$ cat src/rtl/tp_pkg.sv
package tp_pkg;

    // Selects which fixed transform a stage instance computes.
    typedef enum logic [1:0] {
        XF_ADD = 2'd0,
        XF_SHL = 2'd1,
        XF_XOR = 2'd2
    } xf_kind_e;

endpackage

$ cat src/rtl/tp_xform.sv
module tp_xform #(
    parameter int                 DATA_W = 16,
    parameter tp_pkg::xf_kind_e   KIND   = tp_pkg::XF_ADD,
    parameter logic [DATA_W-1:0]  ARG    = '0
) (
    input  logic [DATA_W-1:0] x,
    output logic [DATA_W-1:0] y
);

    // One combinational transform; the parameter picks which one is built.
    generate
        if (KIND == tp_pkg::XF_ADD) begin : g_add
            assign y = x + ARG;
        end else if (KIND == tp_pkg::XF_SHL) begin : g_shl
            assign y = x << ARG;
        end else begin : g_xor
            assign y = x ^ ARG;
        end
    endgenerate

endmodule

$ cat src/rtl/tp_slot.sv
module tp_slot #(
    parameter int DATA_W = 16
) (
    input  logic              clk,
    input  logic              rst_n,
    input  logic              in_vld,
    input  logic [DATA_W-1:0] in_dat,
    output logic              out_vld,
    output logic [DATA_W-1:0] out_dat
);

    typedef struct packed {
        logic              vld;
        logic [DATA_W-1:0] dat;
    } slot_t;

    slot_t st_d, st_q;

    // The tag follows the input on every edge. The payload is held
    // while a bubble passes, so idle cycles do not toggle the data bits.
    always_comb begin
        st_d     = st_q;
        st_d.vld = in_vld;
        if (in_vld) begin
            st_d.dat = in_dat;
        end
    end

    always_ff @(posedge clk) begin
        if (!rst_n) begin
            st_q <= '0;
        end else begin
            st_q <= st_d;
        end
    end

    assign out_vld = st_q.vld;
    assign out_dat = st_q.dat;

endmodule

$ cat src/rtl/tagpipe3.sv
module tagpipe3 #(
    parameter int                DATA_W = 16,
    parameter logic [DATA_W-1:0] STEP   = 16'h0001,
    parameter logic [DATA_W-1:0] SHAMT  = 16'h0001,
    parameter logic [DATA_W-1:0] MASK   = 16'hA5A5
) (
    input  logic              clk,
    input  logic              rst_n,
    input  logic              src_nonempty,
    input  logic [DATA_W-1:0] src_head,
    output logic              src_pop,
    output logic              dst_push,
    output logic [DATA_W-1:0] dst_data
);

    logic [DATA_W-1:0] xf1_y, xf2_y, xf3_y;
    logic              s1_vld, s2_vld;
    logic [DATA_W-1:0] s1_dat, s2_dat;
    logic              take;

    // Front: the head is taken whenever one is present and the block is out of reset.
    assign take    = src_nonempty & rst_n;
    assign src_pop = take;

    tp_xform #(.DATA_W(DATA_W), .KIND(tp_pkg::XF_ADD), .ARG(STEP)) u_xf1 (
        .x (src_head),
        .y (xf1_y)
    );

    tp_slot #(.DATA_W(DATA_W)) u_slot1 (
        .clk     (clk),
        .rst_n   (rst_n),
        .in_vld  (src_nonempty),
        .in_dat  (xf1_y),
        .out_vld (s1_vld),
        .out_dat (s1_dat)
    );

    tp_xform #(.DATA_W(DATA_W), .KIND(tp_pkg::XF_SHL), .ARG(SHAMT)) u_xf2 (
        .x (s1_dat),
        .y (xf2_y)
    );

    tp_slot #(.DATA_W(DATA_W)) u_slot2 (
        .clk     (clk),
        .rst_n   (rst_n),
        .in_vld  (s1_vld),
        .in_dat  (xf2_y),
        .out_vld (s2_vld),
        .out_dat (s2_dat)
    );

    tp_xform #(.DATA_W(DATA_W), .KIND(tp_pkg::XF_XOR), .ARG(MASK)) u_xf3 (
        .x (s2_dat),
        .y (xf3_y)
    );

    // Back: write only for a valid slot; a bubble leaves the strobe low.
    assign dst_push = s2_vld;
    assign dst_data = xf3_y;

endmodule

$ cat config.mk
export PLATFORM = sky130hd
export DESIGN_NAME = tagpipe3
export DESIGN_NICKNAME = d
export VERILOG_FILES = /design/src/rtl/tp_pkg.sv /design/src/rtl/tp_xform.sv /design/src/rtl/tp_slot.sv /design/src/rtl/tagpipe3.sv
export SDC_FILE = /design/constraint.sdc
export NUM_CORES = 1
export LEC_CHECK = 0
export ABC_CLOCK_PERIOD_IN_PS = 1860
export CORE_MARGIN = 4
export CORE_UTILIZATION = 40
export DETAILED_ROUTE_END_ITERATION = 10
export PLACE_DENSITY = 0.78
export SLEW_MARGIN = 20
export SYNTH_ARGS = -nofsm -noshare
export SYNTH_HDL_FRONTEND = slang
export SYNTH_SLANG_ARGS = --single-unit
$ cat constraint.sdc
create_clock -name clk -period 1.86 [get_ports clk]
set_input_delay 0.558 -clock clk [delete_from_list [all_inputs] [get_ports clk]]
set_output_delay 0.558 -clock clk [all_outputs]
set_load 0.02 [all_outputs]
==> run summary <==
The floorplan step defined a core boundary enclosing 3470 µm². The filler cell count came out at 297. The total wire length after detailed routing is 3310 µm.

Summing every instance area after synthesis gives 1490 µm². The number of clock sinks is 32. The largest voltage drop on the vdd net is 349 µV. The die width is 69.1 µm. Across the routed clock network, the largest skew measured is 0.00547 ns.

The share of Yosys cell area claimed by the top area cell type is 43.0%. The design draws 1.53 mW. The static leakage is 0.915 nW. The Yosys step of the flow raised 0 warnings.

Yosys attributes the largest share of cell area to dfxtp_1 43%, mux2i_1 11%, nor2_1 6.3%. For this design the ratio of total power to cell area is 704 nW/µm². The total via count after detailed routing came out at 1317. The total half-perimeter wirelength after legalization and detailed placement came out at 2290 µm. Of the cells placed in the final design, the portion with a size suffix greater than 1 is 22.3%. The CTS buffer count came out at 5. Across the run, the number of max-cap violations was 0. STA classifies the critical path startpoint as an input port. The total count of hold-check failures in the final report came out at 0. Relative to the synthesized area, the layout overhead comes to 46.0%. The number of standard-cell rows in the floorplan came out at 21.

The synthesized design contains 0 enable-type register cells. Measured along the y axis, the die boundary spans 69.1 µm. The tree is rooted in a clkbuf_8.

The cell count after synthesis is 166. The post-synthesis sequential area ratio is 43.0%. After the last flow step, the layout net total stands at 243. The top cell type by total area after synthesis is dfxtp_1. The initial detailed-routing violation count is 94.

The number of buffers between clock root and the deepest sink came out at 2. The number of antenna violations at the first check in global routing came to 0. Among all cell types in the netlist, the one instantiated most often is dfxtp_1. The synthesized flop and latch total is 32. By startpoint and endpoint, the worst setup path is classified as in -> reg. Setup repair after global routing left no endpoint under its margin.

The final-layout setup total negative slack is 0 ns. The area of the die is 4770 µm². The post-route DRC violation count is 0. The count of H-tree levels built during CTS is 2.

The number of distinct library cell variants in the gate-level netlist after synthesis is 28. The number of nets in the synthesized netlist came out at 186. Entering global routing, the biggest net connects 33 pins. The congestion estimate from routability-driven global placement came to 0.761. The first-pass iteration count of the detailed router is 4. The detailed-route vias per instance came out at 4.88. The minimum setup slack in the final design is 0.0738 ns. The share of synthesized flip-flops with an asynchronous set or reset is 0%. The clock-pin slew on the worst setup and hold paths came out at 0.06 ns.

The average cell area after synthesis came out at 8.98 µm². TritonCTS built the clock tree. The wire length of the first global-routing pass is 5730 µm. The number of hold-repair buffers added at the cts stage is 0. The maximum clock rate is 560 MHz. The flow ran to the end, and the final reports show no timing, DRC or antenna violations. The insertion delay of the later-clocked pin in the worst-skew pair came out at 0.28 ns. The shortest clock period the worst path allows after layout came out at 1.79 ns. The via count of the first global-routing pass came out at 1334. Once the floorplan was initialized, standard cells occupied 43.0% of the core. STA classifies the critical path endpoint as a flop.

37 I/O pins were placed. In this run the worst hold path is classified as reg -> reg. Input and output buffers added on the ports amount to 34. The residual overflow from global routing came out at 0. The final-report setup violation count came out at 0. The routed wirelength normalized by instance count is 12.3 µm. After detailed placement, the design holds a cell count of 258. The antenna diode count is 0.

For the worst setup path, the data required time is 2.04 ns. The utilization after layout came out at 62.8%. The final number of max-transition violations is 0. The number of antenna-violating nets in the routed design came out at 0. By count the netlist is led by 32 x dfxtp_1, 25 x nor2_1, 16 x mux2i_1. Among all flip-flop cells after synthesis, the most frequent one is dfxtp_1.

At the worst endpoint, the arrival time is 1.96 ns. The final critical-path share of the clock period is 96.0%. The combined global-route utilization of all metal layers came out at 14.8%. At the placement stage, the worst setup path has a slack of -0.530 ns. The number of standard cells in the final layout excluding fillers is 270.

The top fanout value on the critical path came out at 4.
==> placed cells by master, fill, tap and decap left out, types with 5 or more instances in the layout <==
cell | netlist | layout
clkbuf_8 | 0 | 6
inv_1 | 10 | 10
or4_1 | 6 | 6
buf_4 | 10 | 30
dfxtp_1 | 32 | 32
clkdlybuf4s50_1 | 0 | 23
nand2_1 | 5 | 5
mux2i_1 | 16 | 16
o21ai_0 | 11 | 11
nor2_1 | 25 | 25
buf_6 | 3 | 5
dlymetal6s2s_1 | 0 | 6
a31oi_1 | 7 | 7
==> power breakdown <==
part           switching, mW  internal [mW]  total (mW)
combinational          0.122          0.137       0.258
clock                  0.242          0.295       0.536
sequential            0.0172          0.722       0.739
==> flip-flops by register name, summed over array words and instances, names as in the netlist <==
name and cells:
u_slot1.out_dat 15, u_slot2.out_dat 15, u_slot1.out_vld 1, u_slot2.out_vld 1
==> worst paths after layout <==
check / from / endpoint / slack [ns] / depth (start not counted)
hold reg to reg: u_slot1.out_dat[3]$_SDFFE_PN0P_ / u_slot1.out_dat[3]$_SDFFE_PN0P_ / 0.49 / 2
setup / recovery: src_head[8] / u_slot1.out_dat[14]$_SDFFE_PN0P_ / 0.07 / 4
hold / removal: u_slot1.out_dat[3]$_SDFFE_PN0P_ / u_slot1.out_dat[3]$_SDFFE_PN0P_ / 0.49 / 2
setup reg to reg: u_slot1.out_vld$_SDFF_PN0_ / u_slot2.out_dat[1]$_SDFFE_PN0P_ / 0.89 / 3
==> metal layers <==
metal  routed length, µm  GRT usage (%)  up-vias
li1                    -              -      686
met1                1500           16.8      597
met2                1590           24.7       27
met3                 142           4.07        7
met4                  80           8.46        0
met5                   0              0        -
==> final cells by class <==
class                      instances  area, µm²  area share [%]
timing repair buffer              69        642            29.5
clock inverter                     2       10.0           0.460
multi-input combinational        105        707            32.5
clock buffer                       6       82.6            3.79
tap                               46       57.6            2.64
inverter                          10       37.5            1.72
sequential                        32        641            29.4
==> worst max-delay path, stage by stage <==
cell	delay (ns)
clkdlybuf4s50_1	0.48
nand3_1	0.15
or4_1	0.54
o211a_1	0.23
==> kinds of logic (layout without fill, tap and decap cells) <==
kind of cell	after synthesis	count (layout)	share of synthesized area [%]
DFF	32	32	43.0
xor gates and xnor gates	3	3	1.76
AOI/OAI and AO/OA	31	31	13.8
buffers and inverters	29	87	11.5
and+or+nand+nor	53	53	18.2
adders and majority gates	1	1	0.839
other	1	1	0.251
muxes	16	16	10.7
==> repair_timing <==
item	in CTS	in global routing
setup buffers	3	1
endpoints found under the hold margin	0	0
setup endpoints to repair	7	9
resized for setup	16	9
pin swaps	3	1
==> metrics by stage <==
stage                     cell area, µm²  hold WS [ns]
final                               2180         0.489
after global routing                2180         0.502
after CTS                           2140         0.491
after detailed placement            2000         0.480
after global placement              2000         0.468
after floorplan                     1490         0.456
No activity file was read; power rests on OpenSTA's default activity.
